[config.mk]
export PLATFORM = sky130hd
export DESIGN_NAME = rot4_reg
export DESIGN_NICKNAME = d
export VERILOG_FILES = /design/src/rtl/rot4_reg_pkg.sv /design/src/rtl/rot4_bit_sel.sv /design/src/rtl/rot4_reg.sv
export SDC_FILE = /design/constraint.sdc
export NUM_CORES = 1
export LEC_CHECK = 0
export ABC_AREA = 1
export BUFFER_PORTS_ARGS = -buffer_cell sky130_fd_sc_hd__buf_2
export CAP_MARGIN = 20
export CORE_AREA = 4 4 41 43
export DETAILED_ROUTE_END_ITERATION = 8
export DIE_AREA = 0 0 45 47
export SLEW_MARGIN = 0
export SYNTH_ARGS = -nofsm -noshare
export SYNTH_HDL_FRONTEND = slang
export SYNTH_HIERARCHICAL = 1
export SYNTH_SLANG_ARGS = --single-unit
export TNS_END_PERCENT = 1
[constraint.sdc]
create_clock -name clk -period 2.27 [get_ports clk]
set_clock_uncertainty 0.1 [all_clocks]
set_input_delay 0.1135 -clock clk [delete_from_list [all_inputs] [get_ports clk]]
set_output_delay 0.1135 -clock clk [all_outputs]
set_load 0.02 [all_outputs]
[src/rtl/rot4_reg_pkg.sv]
package rot4_reg_pkg;
    localparam int REG_W = 4;

    typedef enum logic [1:0] {
        MODE_KEEP = 2'b00,
        MODE_LOAD = 2'b01,
        MODE_ZERO = 2'b10,
        MODE_ROTL = 2'b11
    } mode_e;

    typedef struct packed {
        logic [REG_W-1:0] val;
    } reg_state_t;
endpackage

[src/rtl/rot4_bit_sel.sv]
module rot4_bit_sel
    import rot4_reg_pkg::*;
(
    input  mode_e mode,
    input  logic  own_q,
    input  logic  din_bit,
    input  logic  lower_q,
    output logic  nxt_d
);
    // Four-way choice for a single stored bit
    always_comb begin
        unique case (mode)
            MODE_KEEP: nxt_d = own_q;
            MODE_LOAD: nxt_d = din_bit;
            MODE_ZERO: nxt_d = 1'b0;
            MODE_ROTL: nxt_d = lower_q;
            default:   nxt_d = own_q;
        endcase
    end
endmodule

[src/rtl/rot4_reg.sv]
module rot4_reg
    import rot4_reg_pkg::*;
(
    input  logic             clk,
    input  logic             rst_async,
    input  logic [1:0]       mode,
    input  logic [REG_W-1:0] din,
    output logic [REG_W-1:0] dout
);
    localparam int TOP = REG_W - 1;

    mode_e            mode_sel;
    reg_state_t       state_d, state_q;
    logic [REG_W-1:0] bit_nxt;

    assign mode_sel = mode_e'(mode);

    // One selector per bit; bit 0 takes its rotate source from the top bit
    for (genvar gi = 0; gi < REG_W; gi++) begin : g_bit
        logic lower_src;
        if (gi == 0) begin : g_wrap
            assign lower_src = state_q.val[TOP];
        end else begin : g_chain
            assign lower_src = state_q.val[gi-1];
        end
        rot4_bit_sel u_sel (
            .mode    (mode_sel),
            .own_q   (state_q.val[gi]),
            .din_bit (din[gi]),
            .lower_q (lower_src),
            .nxt_d   (bit_nxt[gi])
        );
    end

    always_comb begin
        state_d     = state_q;
        state_d.val = bit_nxt;
    end

    always_ff @(posedge clk or posedge rst_async) begin
        if (rst_async) state_q <= '0;
        else           state_q <= state_d;
    end

    assign dout = state_q.val;


    keep_stable_chk: assert property (@(posedge clk) disable iff (rst_async)
        mode == 2'b00 |=> $stable(dout));

    load_copy_chk: assert property (@(posedge clk) disable iff (rst_async)
        mode == 2'b01 |=> dout == $past(din));

    zero_clear_chk: assert property (@(posedge clk) disable iff (rst_async)
        mode == 2'b10 |=> dout == '0);

    rotl_wrap_chk: assert property (@(posedge clk) disable iff (rst_async)
        mode == 2'b11 |=> dout == {$past(dout[TOP-1:0]), $past(dout[TOP])});

    rotl_ones_chk: assert property (@(posedge clk) disable iff (rst_async)
        mode == 2'b11 |=> $countones(dout) == $countones($past(dout)));
endmodule

==> flow_summary_export.csv, run 1 <==
group,metric,value,unit
synth,syn_nets,37,
cells_and_area,largest_reg_flops,4,
worst_setup_path,regToRegStartpoint,"dout[0]$_DFF_PP0_",
worst_setup_path,start_kind,"register",
worst_setup_path,critPathBufInv,1,
cells_and_area,diodes,0,
global_route,met3_usage,6.13,%
synth,synthTopCellsByCount,"nand3_1, inv_1, dfrtp_1, nand2_1, nor2_1",
timing,clock.fmax,0.992,GHz
synth,async_flop_share,100,%
worst_setup_path,cp_top_family,"flip-flops",
global_route,antenna_found_initial,0,
worst_setup_path,cpMaxStageDelayCell,"dfrtp_1",
die,dieArea,2120,um2
cells_and_area,stdcell_area,315,um2
die,io-pin-count,12,
placement,place_hpwl,444,um
flow_run,maxCapViolations,0,
global_route,gr-usage-met1,7.34,%
die,rows,13,
clock_network,post-cts-setup-buffers,0,
placement,gp_congestion,0.729,
outcome,outcome,"finished clean",
die,core,1300,um2
clock_network,cts_buffer_depth,2,
worst_setup_path,cp.arrival,790,ps
worst_setup_path,path_depth,1,
worst_setup_path,crit_end,"dout[0]",
timing,tns,0,ps
timing,hold_violations,0,
clock_network,cts_made_buffers,3,
detailed_routing,drc,0,
timing,setup_viol,0,
detailed_routing,wire_per_inst,9.58,um
worst_setup_path,cp_max_fo,3,
worst_setup_path,r2r_setup_slack,1480,ps
power_and_ir_drop,ir_worst_vdd,0.267,mV
power_and_ir_drop,p_leak,0.183,nW
synth,synth.top_cell.area_share,47.9,%
clock_network,clk_pin_slew,40,ps
timing,worst-slew-pin-transition,201,ps
synth,synth_top_area_cell,"dfrtp_1",
detailed_routing,routed_via_density,4.12,
die,die_width,45,um
die,die_h,47,um
global_route,grt_use_total,6.66,%
die,start_util,16.1,%
cells_and_area,layout-drive-gt1-share,31.8,%
synth,synthCells,29,
global_route,grt_max_degree,13,
synth,synth-main-ff-cell,"dfrtp_1",
worst_setup_path,r2r-end,"dout[1]$_DFF_PP0_",
timing,final_max_slew_viol_count,0,
global_route,first_global_vias,218,
synth,synth-seq-area-share,47.9,%
clock_network,root_buffer,"clkbuf_4",
clock_network,htreeDepth,1,
worst_setup_path,critPathCaptureType,"primary output",
global_route,grt_overflow_total,0,
worst_setup_path,worst-setup-path-type,"reg2out",
worst_setup_path,reg2reg_depth,2,
synth,synth_edf_count,0,
timing,grt_setup_unrepaired,"no",
cells_and_area,nNetsFinal,54,
clock_network,tritoncts,"done",
placement,dpl_cell_area,283,um2
clock_network,cts.sinks,4,
cells_and_area,area_delta_synth_final,50.9,%
synth,synth_seq_cells,4,
synth,synth.area.top_cells,"dfrtp_1, nand3_1, inv_1",
detailed_routing,vias,243,
worst_setup_path,crit_chain,"buf_2",
worst_setup_path,crit_required,2060,ps
clock_network,clk_latency,230,ps
detailed_routing,wl,565,um
worst_setup_path,startpoint,"dout[0]$_DFF_PP0_",
hold_path,hold_class,"in2reg",
synth,yosysMostFrequentCell,"nand3_1",
synth,synthDistinctLibCells,5,
global_route,grt_first_pass_wirelength,931,um
synth,ys.warnings.count,6,
detailed_routing,drt.antenna.violating_nets,0,
worst_setup_path,slowest_delay,390,ps
timing,maxSlewHeadroom,86.6,%
placement,io_buffer_count,11,
detailed_routing,firstDrtPassIters,3,
timing,finalCritPeriodShare,44.4,%
synth,avgSynthCellArea,7.21,um2
synth,syn_area,209,um2
global_route,grt.met2_usage,9.32,%
power_and_ir_drop,p_per_area,665,nW/um2
timing,layout_min_cycle_time,1010,ps
detailed_routing,drt_iter0_drc,1,
global_route,grt-busiest-layer,"met2",
[cell usage in the layout, fill, tap and decap left out]
cell and count:
nand3_1 12, dlygate4sd3_1 1, nand2_1 4, nor2_1 4, dfrtp_1 4, clkbuf_4 3
buf_2 11, inv_1 5
[how the worst min path moves through the flow]
stage / from / end / depth (start not counted)
2_1_floorplan: rst_async / dout[0]$_DFF_PP0_ / 1
3_3_place_gp: rst_async / dout[1]$_DFF_PP0_ / 2
3_5_place_dp: rst_async / dout[2]$_DFF_PP0_ / 2
4_1_cts: din[0] / dout[0]$_DFF_PP0_ / 3
5_1_grt: din[0] / dout[0]$_DFF_PP0_ / 3
6_report: din[0] / dout[0]$_DFF_PP0_ / 3
[metal layers]
layer | routed length (um) | vias to the layer above
met5 | 0 | -
met4 | 0 | 0
met3 | 69 | 0
met2 | 243 | 10
met1 | 253 | 108
li1 | - | 125
[worst reg2reg max path: stages (launching register included)]
cell	delay [ps]
dfrtp_1	390
nand3_1	90
nand3_1	80
[cells by family (layout without fill, tap and decap cells)]
group                  after synthesis  count (layout)  share of synthesized area, %
buffers and inverters                5              20                          8.98
DFF                                  4               4                          47.9
and+or+nand+nor                     20              20                          43.1
[per-stage QoR]
step	total power [mW]	hold slack (ps)	instances	util (%)	worst slack (ps)
after floorplan	0.102	-220	29	-	1430
after global placement	0.122	-93.5	55	21.7	1480
after detailed placement	0.122	-88.9	55	21.7	1480
after CTS	0.215	36.9	59	24.2	1260
after global routing	0.225	49.5	59	24.2	1240
final	0.210	40.8	59	24.2	1260
[power breakdown]
group          switching [mW]  internal, mW  total (mW)
sequential            0.00431        0.0780      0.0823
clock                  0.0288        0.0591      0.0880
combinational          0.0242        0.0151      0.0393
total                  0.0574         0.152       0.210
[cell type report]
| type | instances | area [um2] |
|---|---|---|
| multi-input cells | 20 | 90.1 |
| inverters | 5 | 18.8 |
| repair buffers | 12 | 65.1 |
| well taps | 15 | 18.8 |
| flip-flops and latches | 4 | 100 |
| clock buffers | 3 | 22.5 |
| fillers | 154 | 986 |
[what timing repair did]
action                                 in CTS  in global routing
resized for setup                           0                  0
endpoints found under the hold margin       4                  0
hold buffers                                1                  0
(Power assumes the default switching activity.)
==> inputs of run 2 (changes only) <==
==> constraint.sdc (replaced) <==
create_clock -name clk -period 0.9 [get_ports clk]
set_clock_uncertainty 0.1 [all_clocks]
set_input_delay 0.045 -clock clk [delete_from_list [all_inputs] [get_ports clk]]
set_output_delay 0.045 -clock clk [all_outputs]
set_load 0.02 [all_outputs]
==> run 2 against run 1 <==
Compared with the run above: the flow now finishes with violations (setup timing); sequential share of layout area fell by 7.7 points; first-iteration DRC count rose to 11 times the previous value; design area rose by 32%; worst setup slack got worse by 1300 ps; sequential power rose to 2.6 times the previous value; register-to-register slack got worse by 1500 ps; die area did not move; critical endpoint unchanged; largest power group unchanged; highest routed layer unchanged.
==> flow_summary_export.csv, run 2 (same netlist as run 1, synthesis figures left out) <==
group,metric,value,unit
worst_setup_path,crit_required,750,ps
worst_setup_path,crit_chain,"buf_6",
placement,place_hpwl,444,um
timing,grt_setup_unrepaired,"yes",
worst_setup_path,start_kind,"register",
die,io-pin-count,12,
detailed_routing,drt-met1-wl,277,um
worst_setup_path,cpMaxStageDelayCell,"dfrtp_1",
die,die_width,45,um
detailed_routing,routed-wl-met3,88,um
detailed_routing,routed_via_density,4.14,
global_route,grt_max_degree,13,
die,die_h,47,um
worst_setup_path,critPathCaptureType,"primary output",
placement,gp_congestion,0.729,
cells_and_area,diodes,0,
worst_setup_path,critPathBufInv,1,
clock_network,cts_buffer_depth,2,
cells_and_area,largest_reg_flops,4,
detailed_routing,drt_iter0_drc,11,
die,start_util,16.1,%
cells_and_area,nNetsFinal,60,
detailed_routing,wire_per_inst,10.6,um
cells_and_area,area_delta_synth_final,99.4,%
power_and_ir_drop,p_leak,0.222,nW
global_route,grt_use_total,7.21,%
flow_run,maxCapViolations,0,
detailed_routing,wl,690,um
outcome,violations,"setup timing",
detailed_routing,drc,0,
cells_and_area,layout_commonest_cell,"nand3_1",
cells_and_area,fin_util,32.0,%
global_route,first_global_vias,236,
timing,clock.fmax,1.09,GHz
timing,layout_min_cycle_time,920,ps
clock_network,tritoncts,"done",
global_route,antenna_found_initial,0,
worst_setup_path,cp_max_fo,2,
timing,final_max_slew_viol_count,0,
die,rows,13,
clock_network,cts.sinks,4,
clock_network,htreeDepth,1,
worst_setup_path,cp.arrival,770,ps
global_route,grt_overflow_total,0,
placement,io_buffer_count,11,
timing,finalCritPeriodShare,102,%
detailed_routing,firstDrtPassIters,5,
outcome,outcome,"finished, violations left",
detailed_routing,routed-wl-met2,324,um
power_and_ir_drop,ir_worst_vdd,0.686,mV
timing,setup_viol,3,
placement,dp_slack,111,ps
placement,place_inst,55,
clock_network,cts_made_buffers,3,
global_route,grt_first_pass_wirelength,1.01,mm
power_and_ir_drop,total_power,0.589,mW
detailed_routing,vias,269,
power_and_ir_drop,p_per_area,1410,nW/um2
clock_network,root_buffer,"clkbuf_4",
cells_and_area,layout-drive-gt1-share,36.0,%
placement,dpl_cell_area,283,um2
cells_and_area,stdcell_count,65,
hold_path,hold_class,"in2reg",
clock_network,clk_latency,230,ps
timing,hold_violations,0,
timing,fin_ws,-19.7,ps
clock_network,clk_pin_slew,40,ps
die,core,1300,um2
detailed_routing,drt.antenna.violating_nets,0,
worst_setup_path,cp_top_family,"flip-flops",
detailed_routing,highest_layer,"met3",
die,dieArea,2120,um2
timing,maxSlewHeadroom,84.3,%
timing,worst-slew-pin-transition,235,ps
worst_setup_path,worst-setup-path-type,"reg2out",
cells_and_area,final_cell_mix,"nand3_1, buf_2, inv_1, dlygate4sd3_1, buf_6",
worst_setup_path,slowest_delay,400,ps
cells_and_area,stdcell_area,417,um2
-- run 2: stage by stage --
stage / setup TNS, ps / hold WS [ps]
finish: -34.8 / 90.7
global placement: 0 / -162
detailed placement: 0 / -157
floorplan: 0 / -289
CTS: -52.9 / 84.3
global route: -180 / 110
-- run 2: final cells by class --
class / count / area, um2
clock buffers: 3 / 22.5
flip-flops and latches: 4 / 100
inverters: 5 / 18.8
repair buffers: 18 / 149
multi-input cells: 20 / 108
fillers: 141 / 885
well taps: 15 / 18.8
-- run 2: timing repair --
action,CTS,global route
endpoints found under the setup margin,4,6
buffers inserted,2,0
pin swaps,1,2
gates resized for setup,8,4
hold buffers,5,0
hold endpoints to repair,8,0
-- run 2: final timing paths --
kind / from / to / slack [ps] / depth (start not counted)
min in group asynchronous: rst_async / dout[3]$_DFF_PP0_ / 140 / 3
worst max-delay path: dout[0]$_DFF_PP0_ / dout[0] / -20 / 1
worst max register to register: dout[0]$_DFF_PP0_ / dout[1]$_DFF_PP0_ / 10 / 3
worst min-delay path: mode[0] / dout[1]$_DFF_PP0_ / 90 / 3
max in group asynchronous: rst_async / dout[1]$_DFF_PP0_ / 400 / 3
worst min register to register: dout[2]$_DFF_PP0_ / dout[2]$_DFF_PP0_ / 440 / 2
-- run 2: per-layer routing --
| layer | vias to the layer above | track usage (%) |
|---|---|---|
| li1 | 137 | - |
| met4 | 0 | 1.75 |
| met2 | 16 | 10.7 |
| met5 | - | 0 |
| met3 | 0 | 5.75 |
| met1 | 116 | 8.03 |
-- run 2: tightest hold or removal path, delay by kind of cell --
kind | cells | cell delay, ps
AND/OR/NAND/NOR | 2 | 150
buffers and inverters | 1 | 180
-- run 2: power by group --
part | total, mW | leakage (nW) | switching [mW] | internal, mW
Clock | 0.222 | 0.0138 | 0.0732 | 0.149
Sequential | 0.211 | 0.0522 | 0.0138 | 0.197
Combinational | 0.156 | 0.156 | 0.0740 | 0.0818
